`src/rtl/alb_pkg.sv`:
```
package alb_pkg;

    localparam int unsigned ALB_ADDR_W = 32;
    localparam int unsigned ALB_DATA_W = 32;
    localparam int unsigned ALB_N_ACC  = 32;

    typedef struct packed {
        logic setaddr;
        logic store;
        logic load;
    } alb_op_t;

    typedef struct packed {
        logic store;
        logic load;
        logic any;
    } alb_fire_t;

    // Store has priority over a simultaneous load.
    function automatic alb_fire_t resolve_op(input alb_op_t op);
        alb_fire_t f;
        f.store = op.store;
        f.load  = op.load & ~op.store;
        f.any   = op.store | op.load;
        return f;
    endfunction

endpackage

```
`src/rtl/alb_addr_reg.sv`:
```
module alb_addr_reg #(
    parameter int unsigned ADDR_W = 32
) (
    input  logic              clk,
    input  logic              rst,
    input  logic              load,
    input  logic [ADDR_W-1:0] din,
    output logic [ADDR_W-1:0] q
);

    always_ff @(posedge clk) begin
        if (rst) begin
            q <= '0;
        end else if (load) begin
            q <= din;
        end
    end

    assert_addr_latch_R2: assert property (@(posedge clk) disable iff (rst)
        load |=> (q == $past(din)));

    assert_addr_hold_R2: assert property (@(posedge clk) disable iff (rst)
        !load |=> $stable(q));

endmodule

```
`src/rtl/alb_decode.sv`:
```
module alb_decode #(
    parameter int unsigned N_ACC = 32
) (
    input  logic [N_ACC-1:0] addr_bits,
    input  logic             en,
    output logic [N_ACC-1:0] sel,
    output logic             hit
);

    logic [N_ACC-1:0] seen;
    logic [N_ACC-1:0] dup;

    assign seen[0] = addr_bits[0];
    assign dup[0]  = 1'b0;

    genvar i;
    generate
        for (i = 1; i < N_ACC; i++) begin : g_scan
            assign seen[i] = seen[i-1] | addr_bits[i];
            assign dup[i]  = dup[i-1] | (seen[i-1] & addr_bits[i]);
        end
    endgenerate

    assign hit = seen[N_ACC-1] & ~dup[N_ACC-1];
    assign sel = (en && hit) ? addr_bits : '0;

endmodule

```
`src/rtl/alb_rdmux.sv`:
```
module alb_rdmux #(
    parameter int unsigned DATA_W = 32,
    parameter int unsigned N_ACC  = 32
) (
    input  logic                    clk,
    input  logic                    rst,
    input  logic                    ld_en,
    input  logic                    hit,
    input  logic [N_ACC-1:0]        sel,
    input  logic [N_ACC*DATA_W-1:0] acc_rdata,
    output logic [DATA_W-1:0]       rd_q
);

    logic [DATA_W-1:0] masked [N_ACC];
    logic [DATA_W-1:0] chain  [N_ACC];

    genvar k;
    generate
        for (k = 0; k < N_ACC; k++) begin : g_lane
            assign masked[k] = acc_rdata[k*DATA_W +: DATA_W] & {DATA_W{sel[k]}};
            if (k == 0) begin : g_first
                assign chain[k] = masked[k];
            end else begin : g_rest
                assign chain[k] = chain[k-1] | masked[k];
            end
        end
    endgenerate

    always_ff @(posedge clk) begin
        if (rst) begin
            rd_q <= '0;
        end else if (ld_en) begin
            rd_q <= chain[N_ACC-1];
        end
    end

    assert_bad_load_zero_R6: assert property (@(posedge clk) disable iff (rst)
        (ld_en && !hit) |=> (rd_q == '0));

    assert_read_hold_R4: assert property (@(posedge clk) disable iff (rst)
        !ld_en |=> $stable(rd_q));

endmodule

```
`src/rtl/accel_lbus_ctrl.sv`:
```
module accel_lbus_ctrl
    import alb_pkg::*;
#(
    parameter int unsigned ADDR_W = ALB_ADDR_W,
    parameter int unsigned DATA_W = ALB_DATA_W,
    parameter int unsigned N_ACC  = ALB_N_ACC
) (
    input  logic                    clk,
    input  logic                    rst,
    input  logic                    op_setaddr,
    input  logic                    op_store,
    input  logic                    op_load,
    input  logic [DATA_W-1:0]       tos,
    output logic [DATA_W-1:0]       rd_word,
    output logic [ADDR_W-1:0]       bus_addr,
    output logic [DATA_W-1:0]       bus_wdata,
    output logic                    bus_sel,
    output logic                    bus_rnw,
    output logic [N_ACC-1:0]        acc_sel,
    input  logic [N_ACC*DATA_W-1:0] acc_rdata
);

    localparam int unsigned SEL_W = N_ACC;

    alb_op_t           op;
    alb_fire_t         fire;
    logic [ADDR_W-1:0] addr_q;
    logic              hit;

    assign op   = '{setaddr: op_setaddr, store: op_store, load: op_load};
    assign fire = resolve_op(op);

    alb_addr_reg #(.ADDR_W(ADDR_W)) u_addr (
        .clk  (clk),
        .rst  (rst),
        .load (op.setaddr),
        .din  (tos[ADDR_W-1:0]),
        .q    (addr_q)
    );

    alb_decode #(.N_ACC(SEL_W)) u_dec (
        .addr_bits (addr_q[SEL_W-1:0]),
        .en        (fire.any),
        .sel       (acc_sel),
        .hit       (hit)
    );

    alb_rdmux #(.DATA_W(DATA_W), .N_ACC(SEL_W)) u_rd (
        .clk       (clk),
        .rst       (rst),
        .ld_en     (fire.load),
        .hit       (hit),
        .sel       (acc_sel),
        .acc_rdata (acc_rdata),
        .rd_q      (rd_word)
    );

    assign bus_addr  = addr_q;
    assign bus_wdata = tos;
    assign bus_sel   = fire.any & hit;
    assign bus_rnw   = ~fire.store;

    assert_reset_state_R1: assert property (@(posedge clk)
        rst |=> (bus_addr == '0 && rd_word == '0));

    assert_sel_onehot_R3: assert property (@(posedge clk) disable iff (rst)
        bus_sel |-> $onehot(acc_sel));

    assert_no_sel_leak_R6: assert property (@(posedge clk) disable iff (rst)
        !bus_sel |-> (acc_sel == '0));

    assert_idle_quiet_R5: assert property (@(posedge clk) disable iff (rst)
        (!op_store && !op_load) |-> (!bus_sel && bus_rnw));

    assert_store_wins_R7: assert property (@(posedge clk) disable iff (rst)
        (op_store && op_load) |=> $stable(rd_word));

endmodule

```
`config.mk`:
```
export PLATFORM = sky130hd
export DESIGN_NAME = accel_lbus_ctrl
export DESIGN_NICKNAME = d
export VERILOG_FILES = /design/src/rtl/alb_pkg.sv /design/src/rtl/alb_addr_reg.sv /design/src/rtl/alb_decode.sv /design/src/rtl/alb_rdmux.sv /design/src/rtl/accel_lbus_ctrl.sv
export SDC_FILE = /design/constraint.sdc
export NUM_CORES = 1
export LEC_CHECK = 0
export ABC_AREA = 1
export BUFFER_PORTS_ARGS = -buffer_cell sky130_fd_sc_hd__buf_4
export CAP_MARGIN = 20
export CORE_AREA = 2 2 468 470
export DETAILED_ROUTE_END_ITERATION = 8
export DIE_AREA = 0 0 470 472
export GPL_TIMING_DRIVEN = 0
export HOLD_SLACK_MARGIN = 0.05
export SYNTH_ARGS = -nofsm -noshare
export SYNTH_HDL_FRONTEND = slang
export SYNTH_HIERARCHICAL = 1
export SYNTH_SLANG_ARGS = --single-unit
```
`constraint.sdc`:
```
create_clock -name clk -period 10.05 [get_ports clk]
set_clock_uncertainty 0.05 [all_clocks]
set_input_delay 1.005 -clock clk [delete_from_list [all_inputs] [get_ports clk]]
set_output_delay 1.005 -clock clk [all_outputs]
set_load 0.02 [all_outputs]
```
==> results.py, run 1 <==
metrics = {
    "outcome": {
        "status": "complete, no violations",
    },
    "placement": {
        "io_buffer_count": 1189,
        "gp_routability_congestion": 0.851,
        "dp_hpwl_um": 246000,
    },
    "power_and_ir_drop": {
        "power.ir.vdd_worst_v": 0.0000757,
        "power_density_nw_per_um2": 48.8,
        "leakage_nw": 13.4,
    },
    "logic_synthesis": {
        "synthTopCellsByCount": "sky130_fd_sc_hd__nand2_1 (1661), sky130_fd_sc_hd__nor2_1 (460), sky130_fd_sc_hd__inv_1 (102), sky130_fd_sc_hd__nand3_1 (74), sky130_fd_sc_hd__buf_2 (68)",
        "ys_warn_count": 6,
        "synth.ff_latch_count": 64,
        "netlist_top_cells_area": "sky130_fd_sc_hd__nand2_1 (54%), sky130_fd_sc_hd__nor2_1 (15%), sky130_fd_sc_hd__dfxtp_1 (11%)",
        "synth-xor-area-share_pct": 0,
        "leading_register_cell_type_out_of_synthesis": "sky130_fd_sc_hd__dfxtp_1",
        "synth-adder-area-share_pct": 0,
        "synth.top_cell.area_share_pct": 54.0,
        "avgSynthCellArea_um2": 4.48,
        "synth.lib_cells_used.distinct": 21,
        "synth_edf_count": 0,
        "synth_area_leader_cell": "sky130_fd_sc_hd__nand2_1",
        "synth_mux_area_share_pct": 0,
        "synth_sequential_area_ratio_pct": 11.1,
        "synth-compound-area-share_pct": 0.282,
        "yosys.area_share.simple_pct": 75.7,
        "synth.net_count": 3641,
        "synth_top_family_by_area": "simple AND/OR/NAND/NOR gates",
        "async_sr_flop_fraction_pct": 0,
        "synthCells": 2580,
        "syn_area_um2": 11600,
        "post-synth-top-count-cell": "sky130_fd_sc_hd__nand2_1",
    },
    "route": {
        "post_drt_via_cell_ratio": 3.33,
        "drt-wirelength-per-cell_um": 40.1,
        "vias": 22500,
        "drcViolationCount": 0,
        "finalWirelength_um": 271000,
        "route.antenna.remaining_nets": 0,
        "detailedRoute.firstIterationViolations": 1521,
        "drt_pass1_iterations": 5,
    },
    "timing": {
        "max_clock_freq_ghz": 0.156,
        "fin_tns_setup_ps": 0,
        "tightestPinTransition_ps": 1090,
        "finalWorstPathRequiredPeriod_ps": 6390,
        "final.period_utilization_pct": 63.6,
        "report.final.setup_viol": 0,
        "rsz0062_at_grt": "no",
        "finalMaxSlewViolations": 0,
        "worst_slew_margin_rel_pct": 26.8,
        "report.final.hold_viol_count": 0,
    },
    "critical_path": {
        "category_of_the_most_critical_setup_path": "flop to flop",
        "timing.critical_path.slowest_stage_cell": "sky130_fd_sc_hd__buf_2",
        "worstSetupStartpointType": "flop",
        "reg2regPathDepth": 29,
        "timing.critical_path.mode_cell": "sky130_fd_sc_hd__nand2_1",
        "largest_fanout_on_the_critical_path": 10,
        "worst_setup_path_end_kind": "flop",
        "worst_path_largest_cell_delay_ps": 930,
        "worst-path-stages": 29,
        "cp_data_required_time_ps": 10380,
        "cp_data_arrival_time_ps": 6720,
        "critical_path_buf_inv_count": 3,
        "worst_path_dominant_cell_family": "simple AND/OR/NAND/NOR gates",
    },
    "global_route": {
        "maximum_number_of_pins_on_one_net_before_global_route_repair": 13,
        "vias_in_the_first_global_route": 21200,
        "overflow_after_grt": 0,
        "grt_first_pass_wirelength_um": 313000,
        "grtUsageTotal_pct": 23.5,
        "antenna_violations_before_repair": 313,
    },
    "run": {
        "cap_viol_max_count": 0,
    },
    "clocking": {
        "cts.root.buffer_cell": "sky130_fd_sc_hd__clkbuf_16",
        "clk_pin_slew_ps": 80,
        "hold_buffers": 0,
        "cts_sinks": 64,
        "h_tree_lvls": 3,
        "numCtsBuffers": 9,
        "cts_tree": "yes",
        "worstSkewPairLatency_ps": 430,
        "post_cts.repair.setup_buffers": 0,
        "maximum_number_of_buffers_from_clock_root_to_sink": 2,
        "cts.repair.resized": 0,
    },
    "floorplanning": {
        "floorplan.die.width_um": 470,
        "die_area_um2": 222000,
        "rows": 171,
        "io-pin-count": 1191,
        "fp.dieH_um": 472,
        "initial_utilization_pct": 5.34,
        "core_um2": 217000,
    },
    "layout": {
        "area_delta_synth_final_pct": 117,
        "drive_above_1_share_pct": 37.1,
        "nNetsFinal": 4864,
        "layout.core_utilization_pct": 11.6,
    },
    "worst_hold_path": {
        "worstHoldPathCells": 2,
        "holdCritPathClass": "flop to flop",
    },
}
## logic make-up (layout without fill, tap and decap cells)
group,count (synthesis),after routing
other,0,87
AO/OA/AOI/OAI,6,6
buffers and inverters,257,1485
AND/OR/NAND/NOR,2253,2253
flip-flops,64,64
## power by group
| part | internal [mW] | switching [mW] |
|---|---|---|
| combinational | 0.323 | 0.215 |
| sequential | 0.270 | 0.0188 |
| clock | 0.201 | 0.198 |
| total | 0.793 | 0.431 |
## layout make-up
type                            count  area (µm²)
Buffer                            151        1090
Antenna cell                       87         218
Tap cell                         2854        3570
Clock buffer                       10         239
Fill cell                       25900      191000
Clock inverter                      6        67.6
Multi-Input combinational cell   2259        8840
Timing Repair Buffer             1212        9380
Sequential cell                    64        1280
Inverter                          106         398
## per-layer routing
layer / share of wire (%) / GRT usage [%] / up-vias / wire [µm]
li1: - / - / 10300 / -
met4: 2.9 / 6.62 / 194 / 7860
met5: 0.45 / 0.0216 / - / 1210
met2: 45 / 38.0 / 1470 / 122000
met1: 41 / 27.7 / 10100 / 110000
met3: 11 / 10.7 / 469 / 29000
## path summary, 6_finish.rpt
path | from | to | slack (ps)
max | u_addr/q[0] | u_rd/rd_q[20] | 3660
max reg2reg | u_addr/q[0] | u_rd/rd_q[20] | 3660
min | u_addr/q[15] | u_addr/q[15] | 450
min reg2reg | u_addr/q[15] | u_addr/q[15] | 450
## layout by cell type (no fill, tap or decap), drive strengths merged
master    synthesis  layout
clkbuf            3      13
nor2            475     475
diode             0      87
and3              1       1
nand2          1661    1661
clkinvlp          0       2
nand4            42      42
inv             104     105
dfxtp            64      64
nand3            74      74
clkinv            2       4
a21oi             1       1
o21ai             4       4
buf             148    1360
o21bai            1       1
bufinv            0       1
## metrics by stage
step | setup slack (ps) | cell area, µm² | power (mW) | std cells | hold WS, ps
after floorplan | 5800 | 11600 | 0.395 | 2580 | 505
after global placement | 1870 | 24100 | 0.832 | 6623 | 434
after detailed placement | 3330 | 24600 | 0.839 | 6646 | 434
after CTS | 3280 | 24900 | 1.26 | 6662 | 445
after global routing | 3040 | 24900 | 1.29 | 6692 | 467
final | 3660 | 25100 | 1.22 | 6749 | 446
## worst min-delay path, delay by kind of cell, from the launching register on
kind,cells,cell delay [ps]
AND/OR/NAND/NOR,2,130
flip-flops,1,330
## state kept, by name, summed over array words and instances (netlist names)
| register | cells |
|---|---|
| u_addr/q | 32 |
| u_rd/rd_q | 32 |
No activity file was read; power rests on OpenSTA's default activity.
==> run 2, diff against run 1 <==
CORE_AREA = 2 2 458 460   (was 2 2 468 470)
DIE_AREA = 0 0 460 462   (was 0 0 470 472)
clock period = 5.2 ns   (was 10.05 ns; I/O delays follow)
==> results.py, run 2 (synthesis gave the netlist of run 1 again) <==
metrics = {
    "outcome": {
        "status": "complete, no violations",
    },
    "layout": {
        "layout.core_utilization_pct": 12.7,
        "layout.cells.most_common_list": "sky130_fd_sc_hd__nand2_1 (1600), sky130_fd_sc_hd__buf_4 (1275), sky130_fd_sc_hd__nor2_1 (362)",
        "layout.cells.most_common": "sky130_fd_sc_hd__nand2_1",
        "reg.largest.list": "u_addr/q (32), u_rd/rd_q (32)",
        "area_delta_synth_final_pct": 129,
        "nNetsFinal": 4906,
        "layout.cells.non_filler": 6643,
        "drive_above_1_share_pct": 42.0,
    },
    "floorplanning": {
        "core_um2": 208000,
        "rows": 168,
        "io-pin-count": 1191,
        "die_area_um2": 213000,
        "floorplan.die.width_um": 460,
        "initial_utilization_pct": 5.55,
        "fp.dieH_um": 462,
    },
    "critical_path": {
        "reg2regPathDepth": 30,
        "worstReg2RegEnd": "u_rd/rd_q[31]",
        "worst_path_largest_cell_delay_ps": 410,
        "cp_data_arrival_time_ps": 5360,
        "cp-startpoint": "u_addr/q[0]",
        "beginning_of_the_worst_register_to_register_path": "u_addr/q[0]",
        "category_of_the_most_critical_setup_path": "flop to flop",
        "cp_data_required_time_ps": 5510,
        "setup.worst_path.end": "u_rd/rd_q[31]",
        "worstSetupStartpointType": "flop",
        "rrSetupSlack_ps": 150,
        "largest_fanout_on_the_critical_path": 10,
        "timing.critical_path.slowest_stage_cell": "sky130_fd_sc_hd__dfxtp_4",
        "timing.critical_path.mode_cell": "sky130_fd_sc_hd__nor2_4",
        "worst_setup_path_end_kind": "flop",
    },
    "timing": {
        "report.final.setup_viol": 0,
        "worst_slew_margin_rel_pct": 56.2,
        "max_clock_freq_ghz": 0.198,
        "final.period_utilization_pct": 97.1,
        "finalMaxSlewViolations": 0,
        "finalWorstPathRequiredPeriod_ps": 5050,
        "fin_ws_ps": 149,
        "report.final.hold_viol_count": 0,
        "tightestPinTransition_ps": 658,
        "rsz0062_at_grt": "yes",
    },
    "global_route": {
        "maximum_number_of_pins_on_one_net_before_global_route_repair": 12,
        "antenna_violations_before_repair": 316,
        "overflow_after_grt": 0,
        "globalRouteMet1Util_pct": 28.5,
        "gr-usage-met3_pct": 10.8,
        "grt_first_pass_wirelength_um": 303000,
        "vias_in_the_first_global_route": 21300,
        "top_usage_layer": "met2",
        "grtUsageTotal_pct": 23.9,
        "grt_util_met2_pct": 39.0,
    },
    "power_and_ir_drop": {
        "leakage_nw": 14.0,
        "power.share.switching_pct": 36.2,
        "netSwitchingPower_uw": 844,
        "pwr-share-clk_pct": 30.8,
        "finalPower_mw": 2.33,
        "power_density_nw_per_um2": 88.1,
        "seq_power_share_pct": 24.0,
        "p_comb_share_pct": 45.2,
        "power.internal_mw": 1.49,
        "power.ir.vdd_worst_v": 0.000165,
    },
    "placement": {
        "dp_hpwl_um": 239000,
        "io_buffer_count": 1189,
        "preCtsSetupSlack_ps": -1490,
        "place.detailed.instances": 6508,
        "gp_routability_congestion": 0.869,
    },
    "clocking": {
        "cts.root.buffer_cell": "sky130_fd_sc_hd__clkbuf_16",
        "worstSkewPairLatency_ps": 450,
        "h_tree_lvls": 3,
        "cts_sinks": 64,
        "clk_pin_slew_ps": 90,
        "maximum_number_of_buffers_from_clock_root_to_sink": 2,
        "hold_buffers": 0,
        "cts_tree": "yes",
        "numCtsBuffers": 9,
    },
    "route": {
        "finalWirelength_um": 264000,
        "drt_pass1_iterations": 5,
        "vias": 23000,
        "post_drt_via_cell_ratio": 3.46,
        "drt-wirelength-per-cell_um": 39.8,
        "drcViolationCount": 0,
        "route.antenna.remaining_nets": 0,
        "detailedRoute.firstIterationViolations": 1837,
    },
    "worst_hold_path": {
        "holdCritPathClass": "primary input to flop",
    },
    "run": {
        "cap_viol_max_count": 0,
    },
}
[run 2: changes by cell type in the layout (fill, tap and decap cells not counted), sizes merged]
cell,delta
diode,-13
inv,-1
bufinv,-1
buf,+30
clkbuf,+12
clkinv,+1
[run 2: critical path, delay by kind of cell, from the launching register on]
kind | cells | cell delay, ps
simple gates | 25 | 3710
buf+inv | 5 | 770
flops | 1 | 410
[run 2: how the worst min path moves through the flow]
stage	startpoint	to	slack, ps	cells past startpoint
5_1_grt	tos[4]	u_addr/q[4]	340	5
2_1_floorplan	u_addr/q[12]	u_addr/q[12]	510	2
3_5_place_dp	u_addr/q[12]	u_addr/q[12]	430	2
6_report	tos[4]	u_addr/q[4]	340	5
4_1_cts	tos[4]	u_addr/q[4]	290	5
3_3_place_gp	u_addr/q[12]	u_addr/q[12]	430	2
[run 2: final cells by class]
cell class / count / area [µm²]
Antenna cell: 74 / 185
Buffer: 149 / 1480
Clock buffer: 10 / 239
Clock inverter: 5 / 33.8
Fill cell: 24700 / 182000
Inverter: 106 / 398
Multi-Input combinational cell: 2259 / 9620
Sequential cell: 64 / 1290
Tap cell: 2720 / 3400
Timing Repair Buffer: 1256 / 9820
[run 2: power by group through the flow]
stage / clock network (mW) / logic [mW] / registers, mW
after global routing: 0.762 / 1.13 / 0.564
after global placement: 0 / 1.03 / 0.571
after floorplan: 0 / 0.170 / 0.594
after CTS: 0.771 / 1.06 / 0.560
final: 0.718 / 1.05 / 0.559
after detailed placement: 0 / 1.05 / 0.570
[run 2: layer usage]
metal	share of wire, %	wire, µm	up-vias
met5	0.47	1240	-
met4	2.8	7470	202
met3	11	30200	465
met2	45	118000	1580
met1	40	107000	10400
li1	-	-	10300
[run 2: metrics by stage]
| stage | TNS [ps] | hold slack, ps | area (µm²) |
|---|---|---|---|
| 6_report | 0 | 336 | 26500 |
| 5_1_grt | -583 | 341 | 26300 |
| 4_1_cts | -4.49 | 286 | 25500 |
| 3_5_place_dp | -33100 | 431 | 24300 |
| 3_3_place_gp | -83420 | 433 | 23900 |
| 2_1_floorplan | 0 | 505 | 11600 |
[run 2: repair_timing]
item | 4_1_cts | 5_1_grt
pin swaps | 19 | 37
cloned | 0 | 3
resized for setup | 199 | 150
endpoints found under the setup margin | 59 | 47
setup buffers | 24 | 21
endpoints found under the hold margin | 0 | 0
